### src/rtl/trace_tag_pkg.sv
package trace_tag_pkg;

   typedef logic [1:0] priv_t;

   localparam priv_t PRIV_PUBLIC = 2'd0;
   localparam priv_t PRIV_USER   = 2'd1;
   localparam priv_t PRIV_OEM    = 2'd2;
   localparam priv_t PRIV_DESIGN = 2'd3;

   localparam int TAG_W = 2;

   function automatic logic cleared_for(priv_t tag, priv_t lvl);
      return lvl >= tag;
   endfunction

endpackage

### src/rtl/trace_src_stamp.sv
module trace_src_stamp
   import trace_tag_pkg::*;
#(
   parameter int    PAYLOAD_W = 32,
   parameter priv_t OWNER_TAG = PRIV_PUBLIC
) (
   input  logic                       in_valid,
   input  logic [PAYLOAD_W-1:0]       in_data,
   output logic                       rec_valid,
   output logic [PAYLOAD_W+TAG_W-1:0] rec
);
   // class occupies the top bits; it is a constant and no later stage writes it
   assign rec       = {OWNER_TAG, in_data};
   assign rec_valid = in_valid;
endmodule

### src/rtl/trace_rr_arb.sv
module trace_rr_arb #(
   parameter int N     = 4,
   parameter int IDX_W = (N > 1) ? $clog2(N) : 1
) (
   input  logic             clk,
   input  logic             rst_n,
   input  logic [N-1:0]     req,
   input  logic             advance,
   output logic [N-1:0]     grant,
   output logic [IDX_W-1:0] grant_idx,
   output logic             grant_any
);
   if (N == 1) begin : g_single
      assign grant     = req;
      assign grant_idx = '0;
      assign grant_any = req[0];
   end else begin : g_rr
      logic [IDX_W-1:0] last_q;
      logic [IDX_W-1:0] cand;

      always_comb begin
         grant     = '0;
         grant_idx = '0;
         grant_any = 1'b0;
         cand      = '0;
         for (int k = 1; k <= N; k++) begin
            cand = IDX_W'((int'(last_q) + k) % N);
            if (!grant_any && req[cand]) begin
               grant_any   = 1'b1;
               grant[cand] = 1'b1;
               grant_idx   = cand;
            end
         end
      end

      always_ff @(posedge clk or negedge rst_n) begin
         if (!rst_n)       last_q <= IDX_W'(N - 1);
         else if (advance) last_q <= grant_idx;
      end
   end
endmodule

### src/rtl/trace_priv_gate.sv
module trace_priv_gate
   import trace_tag_pkg::*;
#(
   parameter int PAYLOAD_W = 32,
   parameter int DROP_W    = 8,
   localparam int REC_W    = PAYLOAD_W + TAG_W
) (
   input  logic                 clk,
   input  logic                 rst_n,
   input  logic                 in_valid,
   input  logic [REC_W-1:0]     in_rec,
   output logic                 in_take,
   input  logic                 auth_valid,
   input  priv_t                auth_level,
   output logic                 out_valid,
   input  logic                 out_ready,
   output logic [PAYLOAD_W-1:0] out_data,
   output priv_t                out_tag,
   output priv_t                dbg_level,
   output logic [DROP_W-1:0]    drop_count
);
   localparam logic [DROP_W-1:0] DROP_MAX = '1;

   logic              ov_q;
   logic [REC_W-1:0]  rec_q;
   priv_t             lvl_q, lvl_next, pend_lvl_q;
   logic              pend_q;
   logic [DROP_W-1:0] drop_q;
   logic              boundary, apply, accept, pass;
   priv_t             in_tag;

   assign in_tag   = in_rec[REC_W-1 -: TAG_W];
   assign boundary = !ov_q || out_ready;
   assign apply    = boundary && (auth_valid || pend_q);
   assign lvl_next = apply ? (auth_valid ? auth_level : pend_lvl_q) : lvl_q;
   assign accept   = boundary && in_valid;
   assign pass     = accept && cleared_for(in_tag, lvl_next);
   assign in_take  = boundary;

   always_ff @(posedge clk or negedge rst_n) begin
      if (!rst_n) begin
         lvl_q      <= PRIV_PUBLIC;
         pend_q     <= 1'b0;
         pend_lvl_q <= PRIV_PUBLIC;
      end else begin
         lvl_q <= lvl_next;
         if (apply) begin
            pend_q <= 1'b0;
         end else if (auth_valid) begin
            pend_q     <= 1'b1;
            pend_lvl_q <= auth_level;
         end
      end
   end

   always_ff @(posedge clk or negedge rst_n) begin
      if (!rst_n) begin
         ov_q  <= 1'b0;
         rec_q <= '0;
      end else if (boundary) begin
         ov_q <= pass;
         if (pass) rec_q <= in_rec;
      end
   end

   always_ff @(posedge clk or negedge rst_n) begin
      if (!rst_n)                                drop_q <= '0;
      else if (accept && !pass && drop_q != DROP_MAX) drop_q <= drop_q + 1'b1;
   end

   assign out_valid  = ov_q;
   assign out_data   = rec_q[PAYLOAD_W-1:0];
   assign out_tag    = rec_q[REC_W-1 -: TAG_W];
   assign dbg_level  = lvl_q;
   assign drop_count = drop_q;
endmodule

### src/rtl/trace_priv_agg.sv
module trace_priv_agg
   import trace_tag_pkg::*;
#(
   parameter int                   N_SRC     = 5,
   parameter int                   PAYLOAD_W = 32,
   parameter int                   DROP_W    = 8,
   parameter logic [2*N_SRC-1:0]   SRC_TAGS  = 10'b00_00_01_10_11
) (
   input  logic                       clk,
   input  logic                       rst_n,
   input  logic [N_SRC-1:0]           src_valid,
   output logic [N_SRC-1:0]           src_ready,
   input  logic [N_SRC*PAYLOAD_W-1:0] src_data,
   input  logic                       auth_valid,
   input  logic [1:0]                 auth_level,
   output logic                       out_valid,
   input  logic                       out_ready,
   output logic [PAYLOAD_W-1:0]       out_data,
   output logic [1:0]                 out_tag,
   output logic [1:0]                 dbg_level,
   output logic [DROP_W-1:0]          drop_count
);
   localparam int REC_W = PAYLOAD_W + TAG_W;
   localparam int IDX_W = (N_SRC > 1) ? $clog2(N_SRC) : 1;

   if (N_SRC < 1)     $error("trace_priv_agg: N_SRC must be at least 1");
   if (PAYLOAD_W < 1) $error("trace_priv_agg: PAYLOAD_W must be at least 1");
   if (DROP_W < 1)    $error("trace_priv_agg: DROP_W must be at least 1");

   logic [N_SRC-1:0] rec_valid;
   logic [REC_W-1:0] recs [N_SRC];
   logic [N_SRC-1:0] grant;
   logic [IDX_W-1:0] grant_idx;
   logic             grant_any;
   logic             take;

   for (genvar g = 0; g < N_SRC; g++) begin : g_src
      trace_src_stamp #(
         .PAYLOAD_W (PAYLOAD_W),
         .OWNER_TAG (priv_t'(SRC_TAGS[2*g +: 2]))
      ) u_stamp (
         .in_valid  (src_valid[g]),
         .in_data   (src_data[g*PAYLOAD_W +: PAYLOAD_W]),
         .rec_valid (rec_valid[g]),
         .rec       (recs[g])
      );
   end

   trace_rr_arb #(.N(N_SRC), .IDX_W(IDX_W)) u_arb (
      .clk       (clk),
      .rst_n     (rst_n),
      .req       (rec_valid),
      .advance   (grant_any && take),
      .grant     (grant),
      .grant_idx (grant_idx),
      .grant_any (grant_any)
   );

   trace_priv_gate #(.PAYLOAD_W(PAYLOAD_W), .DROP_W(DROP_W)) u_gate (
      .clk        (clk),
      .rst_n      (rst_n),
      .in_valid   (grant_any),
      .in_rec     (recs[grant_idx]),
      .in_take    (take),
      .auth_valid (auth_valid),
      .auth_level (auth_level),
      .out_valid  (out_valid),
      .out_ready  (out_ready),
      .out_data   (out_data),
      .out_tag    (out_tag),
      .dbg_level  (dbg_level),
      .drop_count (drop_count)
   );

   assign src_ready = grant & {N_SRC{take}};
endmodule

### config.mk
export PLATFORM = sky130hd
export DESIGN_NAME = trace_priv_agg
export DESIGN_NICKNAME = d
export VERILOG_FILES = /design/src/rtl/trace_tag_pkg.sv /design/src/rtl/trace_src_stamp.sv /design/src/rtl/trace_rr_arb.sv /design/src/rtl/trace_priv_gate.sv /design/src/rtl/trace_priv_agg.sv
export SDC_FILE = /design/constraint.sdc
export NUM_CORES = 1
export LEC_CHECK = 0
export BUFFER_PORTS_ARGS = -buffer_cell sky130_fd_sc_hd__buf_4
export CAP_MARGIN = 20
export CORE_ASPECT_RATIO = 0.7
export CORE_UTILIZATION = 25
export CTS_BUF_LIST = sky130_fd_sc_hd__clkbuf_4 sky130_fd_sc_hd__clkbuf_8
export CTS_CLUSTER_SIZE = 28
export DETAILED_ROUTE_END_ITERATION = 10
export HOLD_SLACK_MARGIN = 0.05
export PLACE_DENSITY_LB_ADDON = 0.2
export SLEW_MARGIN = 20
export SYNTH_ARGS = -nofsm -noshare
export SYNTH_HDL_FRONTEND = slang
export SYNTH_SLANG_ARGS = --single-unit
### constraint.sdc
create_clock -name clk -period 18.22 [get_ports clk]
set_input_delay 1.822 -clock clk [delete_from_list [all_inputs] [get_ports clk]]
set_output_delay 1.822 -clock clk [all_outputs]
set_load 0.02 [all_outputs]
== Word level (Yosys, flattened, before mapping) ==
Cells that the tools add are included.

* Add/subtract/negate cells: 6
* Reductions and logical operators: 24
* Magnitude comparators: 12
* Bitwise logic cells: 6
* Div/mod/pow operators: 5
* Equality and inequality tests: 1
* Muxes and demuxes: 42

{| class="wikitable"
|+ Operators by type and width
! operator !! count
|-
| 32-bit by 4-bit modulo with 32-bit output (second input constant) || 5
|-
| 34-bit binary-select mux with 3-bit select || 1
|-
| 34-bit two-way mux || 2
|-
| 5-bit two-way mux || 5
|-
| 3-bit by 4-bit less-than comparator with 1-bit output (second input constant) || 5
|-
| 5-bit OR || 4
|-
| 1-bit two-way mux || 17
|-
| 1-bit binary-select mux with 3-bit select || 5
|-
| 1-bit demux with 3-bit select || 5
|-
| 3-bit by 1-bit greater-or-equal comparator with 1-bit output (second input constant) || 5
|-
| 3-bit two-way mux || 5
|-
| 1-bit logical AND || 14
|-
| 3-bit by 2-bit adder with 4-bit output (second input constant) || 2
|-
| 3-bit by 3-bit adder with 4-bit output (second input constant) || 2
|-
| 8-bit by 1-bit adder with 8-bit output (second input constant) || 1
|-
| 8-bit != test (second input constant) || 1
|-
| 1-bit zero test || 6
|-
| 5-bit AND || 1
|-
| 3-bit by 1-bit adder with 4-bit output (second input constant) || 1
|-
| 4-bit greater-or-equal comparator (second input constant) || 1
|-
| 2-bit two-way mux || 2
|-
| 3-bit NOT with 4-bit output || 1
|-
| 2-bit greater-or-equal comparator || 1
|-
| 1-bit logical OR || 2
|-
| 2 further kinds || 2
|}

* Bits in registers: 51
* Output and inout bits: 50
* Bits of input ports: 171

== Depth between registers and ports, before layout ==
Gate-level depths: netlist of run 1.

* Depth after elaboration: 26
* Gate-level depth with buffers: 34
* Depth with buffers taken out: 26

== Hierarchy ==
A second synthesis of run 1 with hierarchy kept.

* Cell total of the unflattened synthesis: 765
* Area, all modules: 7,088.0 um2

{| class="wikitable"
|+ Modules (own cells, without submodules)
! module !! cells each !! area an instance (um2) !! sequential area each (um2) !! times used
|-
| trace_rr_arb || 281 || 2,162.1 || 76.3 || 1
|-
| trace_priv_gate || 137 || 2,089.5 || 1,201.2 || 1
|-
| trace_priv_agg || 165 || 1,496.4 || 0.0 || 1
|-
| trace_src_stamp (g_src[0].u_stamp ...) || 36 || 266.5 || 0.0 || 3
|-
| trace_src_stamp (g_src[1].u_stamp ...) || 37 || 270.3 || 0.0 || 2
|}

== Worst setup path after synthesis of run 1 ==
No wires, ideal clock.

* Path kind: register to output
* From: register u_arb.g_rr.last_q[0]
* To: output src_ready[2]
* Setup slack: 11,104 ps
* Buffers on the path: 7
* Stages on the path, launching flop included: 23
* Data arrival time: 5,294 ps
* Cells stage by stage: dfrtp_1 > clkbuf_1 > clkbuf_1 > buf_1 > inv_1 > ha_1 > clkbuf_1 > buf_2 > buf_2 > o21ai_0 > o31ai_1 > inv_1 > ha_1 > nand2b_1 > a31oi_1 > a211oi_2 > mux2i_1 > o32ai_2 > nor3_2 > buf_2 > nand3_1 > or3_1 > a31oi_1

* Longest elaborated chain between the ends: 18

{| class="wikitable"
|+ RTL lines
! item !! line !! text
|-
| start, declared || trace_rr_arb.sv:18 || <nowiki>logic [IDX_W-1:0] last_q;</nowiki>
|-
| start signal, assigned || trace_rr_arb.sv:37 || <nowiki>if (!rst_n) last_q <= IDX_W'(N - 1);</nowiki>
|-
| start signal, assigned || trace_rr_arb.sv:38 || <nowiki>else if (advance) last_q <= grant_idx;</nowiki>
|-
| branches (longest 16 deep; another with 32-bit by 4-bit modulo with 32-bit output) || - ||
|-
| 5-bit two-way mux * || trace_rr_arb.sv:28 || <nowiki>if (!grant_any && req[cand]) begin</nowiki>
|-
| 5-bit AND * || trace_priv_agg.sv:75 || <nowiki>assign src_ready = grant & {N_SRC{take}};</nowiki>
|-
| end, declared || trace_priv_agg.sv:12 || <nowiki>output logic [N_SRC-1:0] src_ready,</nowiki>
|}

Mark *: on every way between the ends. The select of a mux whose other input is x is not followed.

== Final worst setup path of run 1 ==
* From: register u_arb.g_rr.last_q[2]
* To: output src_ready[0]

Same word-level chain as after synthesis.

==> results by group, run 1 <==
Outcome
  • Status: finished clean

Synth
  • Synth warn: 0
  • Cell Area, Synth: around 6000 um^2
  • Post-synth EDFFs: 0
  • Synth unique cells: 86
  • Ys async rst share: 100%
  • Synthesized flop and latch total: 51
  • Largest area contributor in the netlist: dfrtp_1
  • Post-Syn Nets: between 900 and 1,000
  • Post-synthesis sequential area ratio: around a fifth
  • Synth Instances: around 740
  • Synth area leaders: dfrtp_1 21%, mux2_2 7.4%, ha_1 6.1%
  • Top cell type's share of synthesized area: 21.0%
  • Post-synth top flop: dfrtp_1
  • Syn_area_per_cell: 8.13 um^2

Timing
  • Final setup viols: 0
  • Fmax: around 120 MHz
  • Fin Clk Skew: about 0.012 ns
  • Final hold violation count: 0
  • Worst-Margin Slew: ~0.9 ns
  • Crit share post-route: 45.4%
  • Post-layout minimum cycle time: between 8 and 9 ns
  • Worst relative slew slack: approximately two fifths
  • Setup TNS Final: 0 ns
  • Post-route setup slack: around 10 ns
  • Fin. max-slew vios: 0
  • RSZ-0062 raised after global routing: no

Route
  • DRC Markers: 0
  • Via Count: roughly 6,400
  • DR iter-0 viols: between 400 and 500
  • Routed len/inst: 18.8 um
  • Initial DRT Pass Iterations: 5
  • Vias per inst: 5.21
  • Post-route antenna net violation count: 0
  • Final WL: about 23 mm

Worst setup path
  • CP Buf/Inv Count: 2
  • Crit-path max cell delay: 0.77 ns
  • Crit-path leading delay family: simple AND/OR/NAND/NOR gates
  • Kind of critical path: flop to output port
  • CP Data Arrival Time: 6.44 ns
  • CP Capture Type: output port
  • Cell breakdown of the critical path: inv_1, ha_1, o21ai_0, nand2_1, xnor2_1, ha_1, fa_1, a21boi_1, nand3_1, xnor2_1, or4_1, o211ai_1, nand3b_1, nor3_2, nand3_1, o31ai_1, a21oi_1, a21oi_1, buf_4
  • Worst setup SP type: flop
  • Critical path's slowest cell: dfstp_2
  • Crit-path max FO: 12
  • CP required: roughly 16 ns
  • Flop-to-flop setup slack: roughly 10 ns

Floorplanning
  • Die height: ~130 um
  • Core area: around 23,000 um^2
  • I/O pin cnt: around 220
  • Cell Rows: 46
  • Die ar.: 24,500 um^2
  • Initial core utilization: 25.9%
  • Die Wd: 187 um

Clock network
  • CTS Sinks: between 50 and 60
  • Gates resized, CTS repair: 0
  • TritonCTS buffer count: 5
  • Clock buffer depth: 2
  • H-tree depth: 2
  • TritonCTS clock tree: yes
  • Clk slew on worst S/H paths: roughly 0.11 ns
  • Clock root buffer: clkbuf_8
  • Worst skew pair latency: 0.32 ns
  • Hold buffer count at cts: 0
  • Setup repair bufs after CTS: 0

Finish
  • Nets: 1,114
  • Area grow syn2layout: 32.4%
  • Antenna Diode Count: 0
  • Proportion of layout cells with a drive suffix above 1: between 30 and 40%
  • Final instance area: approximately 7900 um^2
  • Final core occ: approximately 34%

Placement
  • Placed Area: around 7800 um^2
  • Final GP Congestion: 0.861
  • IO buf count: 220
  • Post-Place Setup Slack: around 9.8 ns
  • Hpwl dp: 17.6 mm

Global routing
  • First-pass GRT wire length: between 30 and 40 mm
  • Tot GR Track Use: 18.4%
  • Total gr overflow: 0
  • Initial antenna violation count: 0
  • Largest net degree at the start of global routing: 65
  • Vias in the first global route: 6,162

Run
  • Max_cap viols: 0

Hold path
  • Tightest Hold Check Type: flop to flop
layout make-up:
cell class,count,area (um^2)
repair buffers,229,1740
clock buffers,5,68.8
multi-input cells,596,4290
clock inverters,3,23.8
inverters,30,115
flip-flops and latches,51,1280
well taps,312,390
fillers,2463,15100
cell families (layout without fill, tap and decap cells):
group	after synthesis	in the layout	synth area share, %
muxes	72	72	13.6
adders and majority gates	31	31	6.58
AOI/OAI and AO/OA	265	265	29.4
xor gates and xnor gates	13	13	2.35
buffers and inverters	88	267	7.42
and+or+nand+nor	215	215	19.3
DFF	51	51	21.4
cell usage after synthesis, types with 3 or more instances:
| cell type | count |
|---|---|
| mux2_1 | 26 |
| a21o_1 | 9 |
| a31oi_1 | 43 |
| dfrtp_1 | 50 |
| a22oi_1 | 6 |
| mux2_2 | 39 |
| nor4_1 | 4 |
| mux2i_1 | 6 |
| nand4_1 | 10 |
| clkbuf_1 | 24 |
| a22o_1 | 5 |
| nor3b_1 | 4 |
| nor3_1 | 8 |
| a32oi_1 | 3 |
| o21ai_1 | 64 |
| o22ai_1 | 31 |
| or3_1 | 5 |
| and4_1 | 3 |
| xnor2_1 | 10 |
| and2_1 | 4 |
| a21oi_1 | 21 |
| o21bai_1 | 3 |
| a221oi_1 | 3 |
| nor2_1 | 30 |
| nand3_1 | 65 |
| a211o_1 | 8 |
| buf_6 | 8 |
| nand2b_1 | 8 |
| nor2b_1 | 5 |
| buf_2 | 16 |
| nand2_1 | 40 |
| ha_1 | 29 |
| o211ai_1 | 4 |
| o31ai_1 | 6 |
| o21ai_0 | 25 |
| and3_1 | 10 |
| inv_1 | 29 |
| buf_4 | 8 |
state kept, by name, summed over array words and instances (netlist names):
signal,flops
u_gate.rec_q,34
u_gate.drop_count,8
u_gate.dbg_level,2
u_gate.pend_lvl_q,2
u_gate.out_valid,1
u_arb.g_rr.last_q,3
u_gate.pend_q,1
placed cells by master (no fill, tap or decap), types with 8 or more instances in the layout:
master / synthesis / final
a211o_1: 8 / 8
a21o_1: 9 / 9
a21oi_1: 21 / 21
a31oi_1: 43 / 43
and3_1: 10 / 10
buf_4: 8 / 228
dfrtp_1: 50 / 50
ha_1: 29 / 29
inv_1: 29 / 29
mux2_1: 26 / 26
mux2_2: 39 / 39
nand2_1: 40 / 40
nand2b_1: 8 / 8
nand3_1: 65 / 65
nand4_1: 10 / 10
nor2_1: 30 / 29
nor3_1: 8 / 8
o21ai_0: 25 / 25
o21ai_1: 64 / 64
o22ai_1: 31 / 31
xnor2_1: 10 / 10
metrics by stage:
stage,hold WS (ns),std cells
detailed placement,0.489,1217
global placement,0.495,1217
CTS,0.512,1225
finish,0.506,1226
global route,0.534,1226
floorplan,0.480,735
layer usage:
layer | vias to the layer above | track usage (%) | wire (um)
met2 | 173 | 26.1 | 9450
li1 | 3153 | - | -
met3 | 16 | 2.56 | 924
met1 | 3048 | 29.0 | 12300
met4 | 0 | 3.51 | 350
met5 | - | 0 | 0
worst paths after layout:
check	from	endpoint	cells after the start
max in group asynchronous	rst_n	u_gate.pend_lvl_q[0]$_DFFE_PN0N_	1
min	u_gate.drop_count[4]$_DFFE_PN0P_	u_gate.drop_count[4]$_DFFE_PN0P_	1
max	u_arb.g_rr.last_q[2]$_DFFE_PN1P_	src_ready[0]	19
min in group asynchronous	rst_n	u_gate.rec_q[2]$_DFFE_PN0P_	1
max reg2reg	u_arb.g_rr.last_q[2]$_DFFE_PN1P_	u_gate.rec_q[17]$_DFFE_PN0P_	26
min reg2reg	u_gate.drop_count[4]$_DFFE_PN0P_	u_gate.drop_count[4]$_DFFE_PN0P_	1
Power of run 1 is left out: the tool's default activity adds up to more than one toggle a clock period on the data nets, which glitch-free logic cannot reach.
==> run 2, diff against run 1 <==
==> constraint.sdc (replaced) <==
create_clock -name clk -period 8.3 [get_ports clk]
set_input_delay 0.83 -clock clk [delete_from_list [all_inputs] [get_ports clk]]
set_output_delay 0.83 -clock clk [all_outputs]
set_load 0.02 [all_outputs]
==> run 2 against run 1 <==
Die area unchanged. Cell count up 0.24%. Critical path depth grew 5. Worst hold slack lost 0.0030 ns. Count of clock-buffer cells in the layout did not move. Via count rose by 1.5%. Highest routed layer unchanged. Global-route usage fell by 0.25 points.
==> results by group, run 2 (synthesis gave the netlist of run 1 again) <==
Worst setup path
  • CP Data Arrival Time: a little over 7 ns
  • CP required: approximately 8.5 ns
  • Cell breakdown of the critical path: inv_1, ha_1, o21ai_0, nand2_1, xnor2_1, ha_1, fa_1, a21boi_1, nand3_1, xnor2_1, or4_1, o211ai_1, nand3b_1, a2111oi_0, a311o_1, and2_1, nor2_1, ha_1, nand2b_1, a21o_1, nand2_1, a31oi_4, buf_4, mux2_2
  • Kind of critical path: flop to flop
  • Crit-path max cell delay: a little under 0.8 ns
  • Worst setup SP type: flop
  • CP Capture Type: flop
  • Crit-path leading delay family: compound AO/OA/AOI/OAI gates
  • Crit-path max FO: 33
  • Critical path's slowest cell: dfstp_2
  • CP Buf/Inv Count: 2
  • Cell mode on critical path: ha_1

Route
  • Routed len/inst: 18.7 um
  • Vias per inst: roughly 5.3
  • DR iter-0 viols: between 500 and 600
  • Via Count: approximately 6,500
  • DRC Markers: 0
  • Initial DRT Pass Iterations: 5
  • Post-route antenna net violation count: 0
  • Final WL: roughly 23 mm

Global routing
  • Largest net degree at the start of global routing: 65
  • Vias in the first global route: 5,917
  • Total gr overflow: 0
  • First-pass GRT wire length: between 30 and 40 mm
  • Initial antenna violation count: 0
  • Tot GR Track Use: 18.2%

Clock network
  • CTS Sinks: 51
  • TritonCTS buffer count: 5
  • Hold buffer count at cts: 0
  • Setup repair bufs after CTS: 0
  • Clock buffer depth: 2
  • Clock root buffer: clkbuf_8
  • Gates resized, CTS repair: 0
  • Worst skew pair latency: around 0.32 ns
  • Clk slew on worst S/H paths: around 0.12 ns
  • H-tree depth: 2
  • TritonCTS clock tree: yes

Timing
  • Fmax: 143 MHz
  • Worst-Margin Slew: 0.853 ns
  • Fin. max-slew vios: 0
  • Post-layout minimum cycle time: ~7 ns
  • Setup TNS Final: 0 ns
  • Final hold violation count: 0
  • Fin Clk Skew: roughly 0.018 ns
  • Final setup viols: 0
  • Crit share post-route: approximately 84%
  • Worst relative slew slack: 43.2%
  • RSZ-0062 raised after global routing: no

Run
  • Max_cap viols: 0

Finish
  • Largest Register: u_gate.rec_q
  • Largest register FFs: 34
  • Proportion of layout cells with a drive suffix above 1: 33.8%
  • Storage cell area: ~1300 um^2
  • Most frequent cells in the layout: 232 x buf_4, 65 x nand3_1, 64 x o21ai_1
  • Antenna Diode Count: 0
  • Most common cell after layout, fill and taps aside: buf_4
  • Filler Cell Count: 2,488
  • Area grow syn2layout: 32.5%
  • Multi-input gate area: between 4000 and 5000 um^2
  • Nets: ~1,100

Floorplanning
  • Core area: 23,000 um^2
  • Die height: 131 um
  • Die ar.: between 20,000 and 25,000 um^2
  • I/O pin cnt: 221
  • Die Wd: between 150 and 200 um
  • Initial core utilization: between 20% and 30%
  • Cell Rows: 46

Placement
  • Final GP Congestion: roughly 0.92
  • Hpwl dp: 17.7 mm
  • IO buf count: 220

Outcome
  • Status: finished clean

Hold path
  • Tightest Hold Check Type: flop to flop
## run 2: cell count changes in the layout (fill, tap and decap cells not counted)
cell	delta
buf_4	+4
buf_16	-1
## run 2: per-layer routing
metal  share of wire [%]  GRT usage (%)  vias to the layer above  routed length (um)
met4                 1.9           4.10                        0                 435
li1                    -              -                     3171                   -
met1                  52           28.6                     3060               11900
met5                   0              0                        -                   0
met2                  40           25.0                      228                9230
met3                 6.0           3.10                       26                1370
## run 2: worst register-to-register path: cells and delay by family (launching register included)
kind | cells | cell delay [ns]
DFF | 1 | 0.78
muxes | 1 | 0.39
xor gates and xnor gates | 2 | 0.76
and+or+nand+nor | 8 | 1.44
buffers and inverters | 2 | 0.61
AOI/OAI and AO/OA | 7 | 1.85
adders and majority gates | 4 | 1.08
## run 2: cell type report
cell class                      instances  area share (%)
Clock inverter                          3           0.300
Clock buffer                            5           0.870
Inverter                               30            1.46
Sequential cell                        51            16.1
Multi-Input combinational cell        596            54.3
Tap cell                              312            4.93
Timing Repair Buffer                  232            22.0
## run 2: path summary, 6_finish.rpt
check                                                       from                          endpoint  slack (ns)  cells after the start
worst max-delay path            u_arb.g_rr.last_q[2]$_DFFE_PN1P_      u_gate.rec_q[32]$_DFFE_PN0P_        1.30                     24
worst min-delay path            u_gate.drop_count[4]$_DFFE_PN0P_  u_gate.drop_count[4]$_DFFE_PN0P_        0.50                      1
worst max register to register  u_arb.g_rr.last_q[2]$_DFFE_PN1P_      u_gate.rec_q[32]$_DFFE_PN0P_        1.30                     24
worst min register to register  u_gate.drop_count[4]$_DFFE_PN0P_  u_gate.drop_count[4]$_DFFE_PN0P_        0.50                      1
max in group asynchronous                                  rst_n      u_gate.rec_q[33]$_DFFE_PN0P_        7.25                      1
min in group asynchronous                                  rst_n       u_gate.rec_q[3]$_DFFE_PN0P_        0.54                      1
## run 2: through the flow
step	utilization, %	cells	hold slack (ns)	worst slack [ns]	cell area, um^2
6_report	34.4	1229	0.503	1.30	7910
3_5_place_dp	34.0	1221	0.482	1.35	7820
4_1_cts	34.4	1229	0.509	1.34	7910
2_1_floorplan	-	735	0.480	1.63	5970
3_3_place_gp	34.0	1221	0.486	1.35	7820
5_1_grt	34.4	1229	0.533	0.655	7910
Power of run 2 is left out for the same reason.
==> run 3, diff against run 2 <==
--- a/config.mk
+++ b/config.mk
@@ -5,6 +5,7 @@
 export SDC_FILE = /design/constraint.sdc
 export NUM_CORES = 1
 export LEC_CHECK = 0
+export ABC_AREA = 1
 export BUFFER_PORTS_ARGS = -buffer_cell sky130_fd_sc_hd__buf_4
 export CAP_MARGIN = 20
 export CORE_ASPECT_RATIO = 0.7
==> constraint.sdc (replaced) <==
create_clock -name clk -period 6.6 [get_ports clk]
set_input_delay 0.66 -clock clk [delete_from_list [all_inputs] [get_ports clk]]
set_output_delay 0.66 -clock clk [all_outputs]
set_load 0.02 [all_outputs]
==> run 3 against run 2 <==
Sequential cell count unchanged. Sequential share of layout area is 0.48 points higher. Critical endpoint is now u_gate.drop_count[7]$_DFFE_PN0P_. Register-to-register slack worse by 0.70 ns. Cell count is 15% higher.
==> results by group, run 3 <==
Finish
  • Antenna Diode Count: 0
  • Nets: 1,336
  • Largest Register: u_gate.rec_q
  • Largest register FFs: 34
  • Proportion of layout cells with a drive suffix above 1: between 20 and 30%
  • Most frequent cells in the layout: 262 x nand2_1, 235 x buf_4, 177 x inv_1
  • Final instance area: ~7700 um^2
  • Fin cells: approximately 1,400
  • Area grow syn2layout: 36.2%
  • Most common cell after layout, fill and taps aside: nand2_1

Timing
  • Setup TNS Final: 0 ns
  • Worst-Margin Slew: ~0.90 ns
  • Fin Clk Skew: a little under 0.01 ns
  • Worst relative slew slack: roughly two fifths
  • Post-route setup slack: between 0.6 and 0.7 ns
  • Post-layout minimum cycle time: about 6 ns
  • Fin. max-slew vios: 0
  • Fmax: around 170 MHz
  • Final hold violation count: 0
  • RSZ-0062 raised after global routing: no
  • Crit share post-route: 90.9%
  • Final setup viols: 0

Clock network
  • H-tree depth: 2
  • Hold buffer count at cts: 0
  • CTS Sinks: 51
  • Clock buffer depth: 2
  • Worst skew pair latency: around 0.33 ns
  • TritonCTS clock tree: yes
  • Clock root buffer: clkbuf_8
  • Clk slew on worst S/H paths: 0.12 ns
  • TritonCTS buffer count: 5

Route
  • Post-route antenna net violation count: 0
  • Routed len/inst: approximately 15 um
  • Initial DRT Pass Iterations: 5
  • Via Count: between 6,000 and 7,000
  • Vias per inst: between 4 and 5
  • Final WL: roughly 21 mm
  • DR iter-0 viols: between 200 and 300
  • DRC Markers: 0

Placement
  • Placed Area: ~7500 um^2
  • Hpwl dp: 16.1 mm
  • Placed Cells: 1,406
  • Post-Place Setup Slack: around 0.26 ns
  • Final GP Congestion: between 0.8 and 0.9
  • IO buf count: 220

Synth
  • Synth area leaders: dfrtp_1 22%, nand2_1 18%, inv_1 12%
  • Post-synthesis sequential area ratio: a little under a quarter
  • Synth warn: 0
  • Synth unique cells: 43
  • Most frequent cell after synthesis: nand2_1
  • Synth Instances: about 920
  • Cell Area, Synth: ~5600 um^2
  • Top cell type's share of synthesized area: ~22%
  • Post-synth EDFFs: 0
  • Post-Syn Nets: 1,125
  • Syn_area_per_cell: 6.10 um^2
  • Post-synth top flop: dfrtp_1
  • Synth cell count leaders: 263 x nand2_1, 177 x inv_1, 111 x nand3_1, 50 x dfrtp_1, 47 x a21oi_1
  • Synthesized flop and latch total: 51
  • Largest area contributor in the netlist: dfrtp_1
  • Ys async rst share: 100%

Global routing
  • Initial antenna violation count: 0
  • Total gr overflow: 0
  • First-pass GRT wire length: between 30 and 40 mm
  • Largest net degree at the start of global routing: 93
  • Vias in the first global route: 5,677
  • Tot GR Track Use: ~17%

Worst setup path
  • Kind of critical path: flop to flop
  • Worst setup SP type: flop
  • Crit-path max cell delay: between 0.4 and 0.5 ns
  • CP required: just under 7 ns
  • CP Capture Type: flop
  • Critical path's slowest cell: dfrtp_1
  • CP Data Arrival Time: approximately 6.2 ns
  • Crit-path max FO: 11

Floorplanning
  • Initial core utilization: 25.8%
  • Die ar.: about 23,000 um^2
  • I/O pin cnt: around 220
  • Cell Rows: between 40 and 50
  • Core area: roughly 22,000 um^2
  • Die Wd: ~180 um
  • Die height: 128 um

Run
  • Max_cap viols: 0

Outcome
  • Status: finished clean

Hold path
  • Tightest Hold Check Type: input pin to async pin
## run 3: changes by cell type after synthesis, moves of 33 or more
cell | previous run | this run
mux2_2 | 39 | 0
nand3_1 | 65 | 111
or2_2 | 1 | 34
nand2_1 | 40 | 263
inv_1 | 29 | 177
a31oi_1 | 43 | 4
o21ai_1 | 64 | 8
## run 3: stage by stage
stage          hold slack, ns  utilization (%)
3_5_place_dp            0.479             34.4
3_3_place_gp            0.467             34.4
2_1_floorplan           0.364                -
6_report                0.349             35.1
5_1_grt                 0.401             35.1
4_1_cts                 0.381             34.9
## run 3: kinds of logic after synthesis
| logic type | Yosys count | share of synthesized area (%) |
|---|---|---|
| buf+inv | 231 | 16.7 |
| flops | 51 | 22.6 |
| mux | 1 | 0.177 |
| compound gates | 108 | 11.5 |
| xor+xnor | 10 | 1.69 |
| simple gates | 493 | 40.5 |
| fa+ha+maj | 30 | 6.79 |
## run 3: path summary, 6_finish.rpt
check                                                         to  cells after the start  slack [ns]                        startpoint
worst min-delay path                u_gate.rec_q[26]$_DFFE_PN0P_                      1        0.35                             rst_n
worst max register to register  u_gate.drop_count[7]$_DFFE_PN0P_                     31        0.60  u_arb.g_rr.last_q[1]$_DFFE_PN0P_
min in group clk                    u_gate.rec_q[32]$_DFFE_PN0P_                      2        0.51      u_gate.rec_q[32]$_DFFE_PN0P_
worst max-delay path            u_gate.drop_count[7]$_DFFE_PN0P_                     31        0.60  u_arb.g_rr.last_q[1]$_DFFE_PN0P_
max in group asynchronous            u_gate.rec_q[2]$_DFFE_PN0P_                      1        5.75                             rst_n
worst min register to register      u_gate.rec_q[32]$_DFFE_PN0P_                      2        0.51      u_gate.rec_q[32]$_DFFE_PN0P_
## run 3: layout make-up
cell class	count	area, um^2
multi-input cells	643	3440
clock inverters	3	27.5
flip-flops and latches	51	1280
repair buffers	235	1760
well taps	282	353
inverters	199	747
fillers	2421	14200
clock buffers	5	68.8
## run 3: critical path: cells and delay by family (launching register included)
kind | cells | cell delay (ns)
and+or+nand+nor | 18 | 2.29
adders and majority gates | 4 | 1.31
AOI/OAI and AO/OA | 3 | 0.83
buffers and inverters | 4 | 0.53
DFF | 1 | 0.49
xor gates and xnor gates | 2 | 0.44
## run 3: what timing repair did
item	CTS	global route
endpoints found under the setup margin	0	38
resized for setup	0	3
buffers inserted	0	3
## run 3: per-layer routing
layer | GRT usage [%] | up-vias | share of wire (%)
met5 | 0 | - | 0
met4 | 2.54 | 0 | 0.74
met3 | 2.59 | 8 | 4.7
met2 | 25.5 | 164 | 42
met1 | 26.6 | 2766 | 52
li1 | - | 3286 | -
Power of run 3 is left out for the same reason.
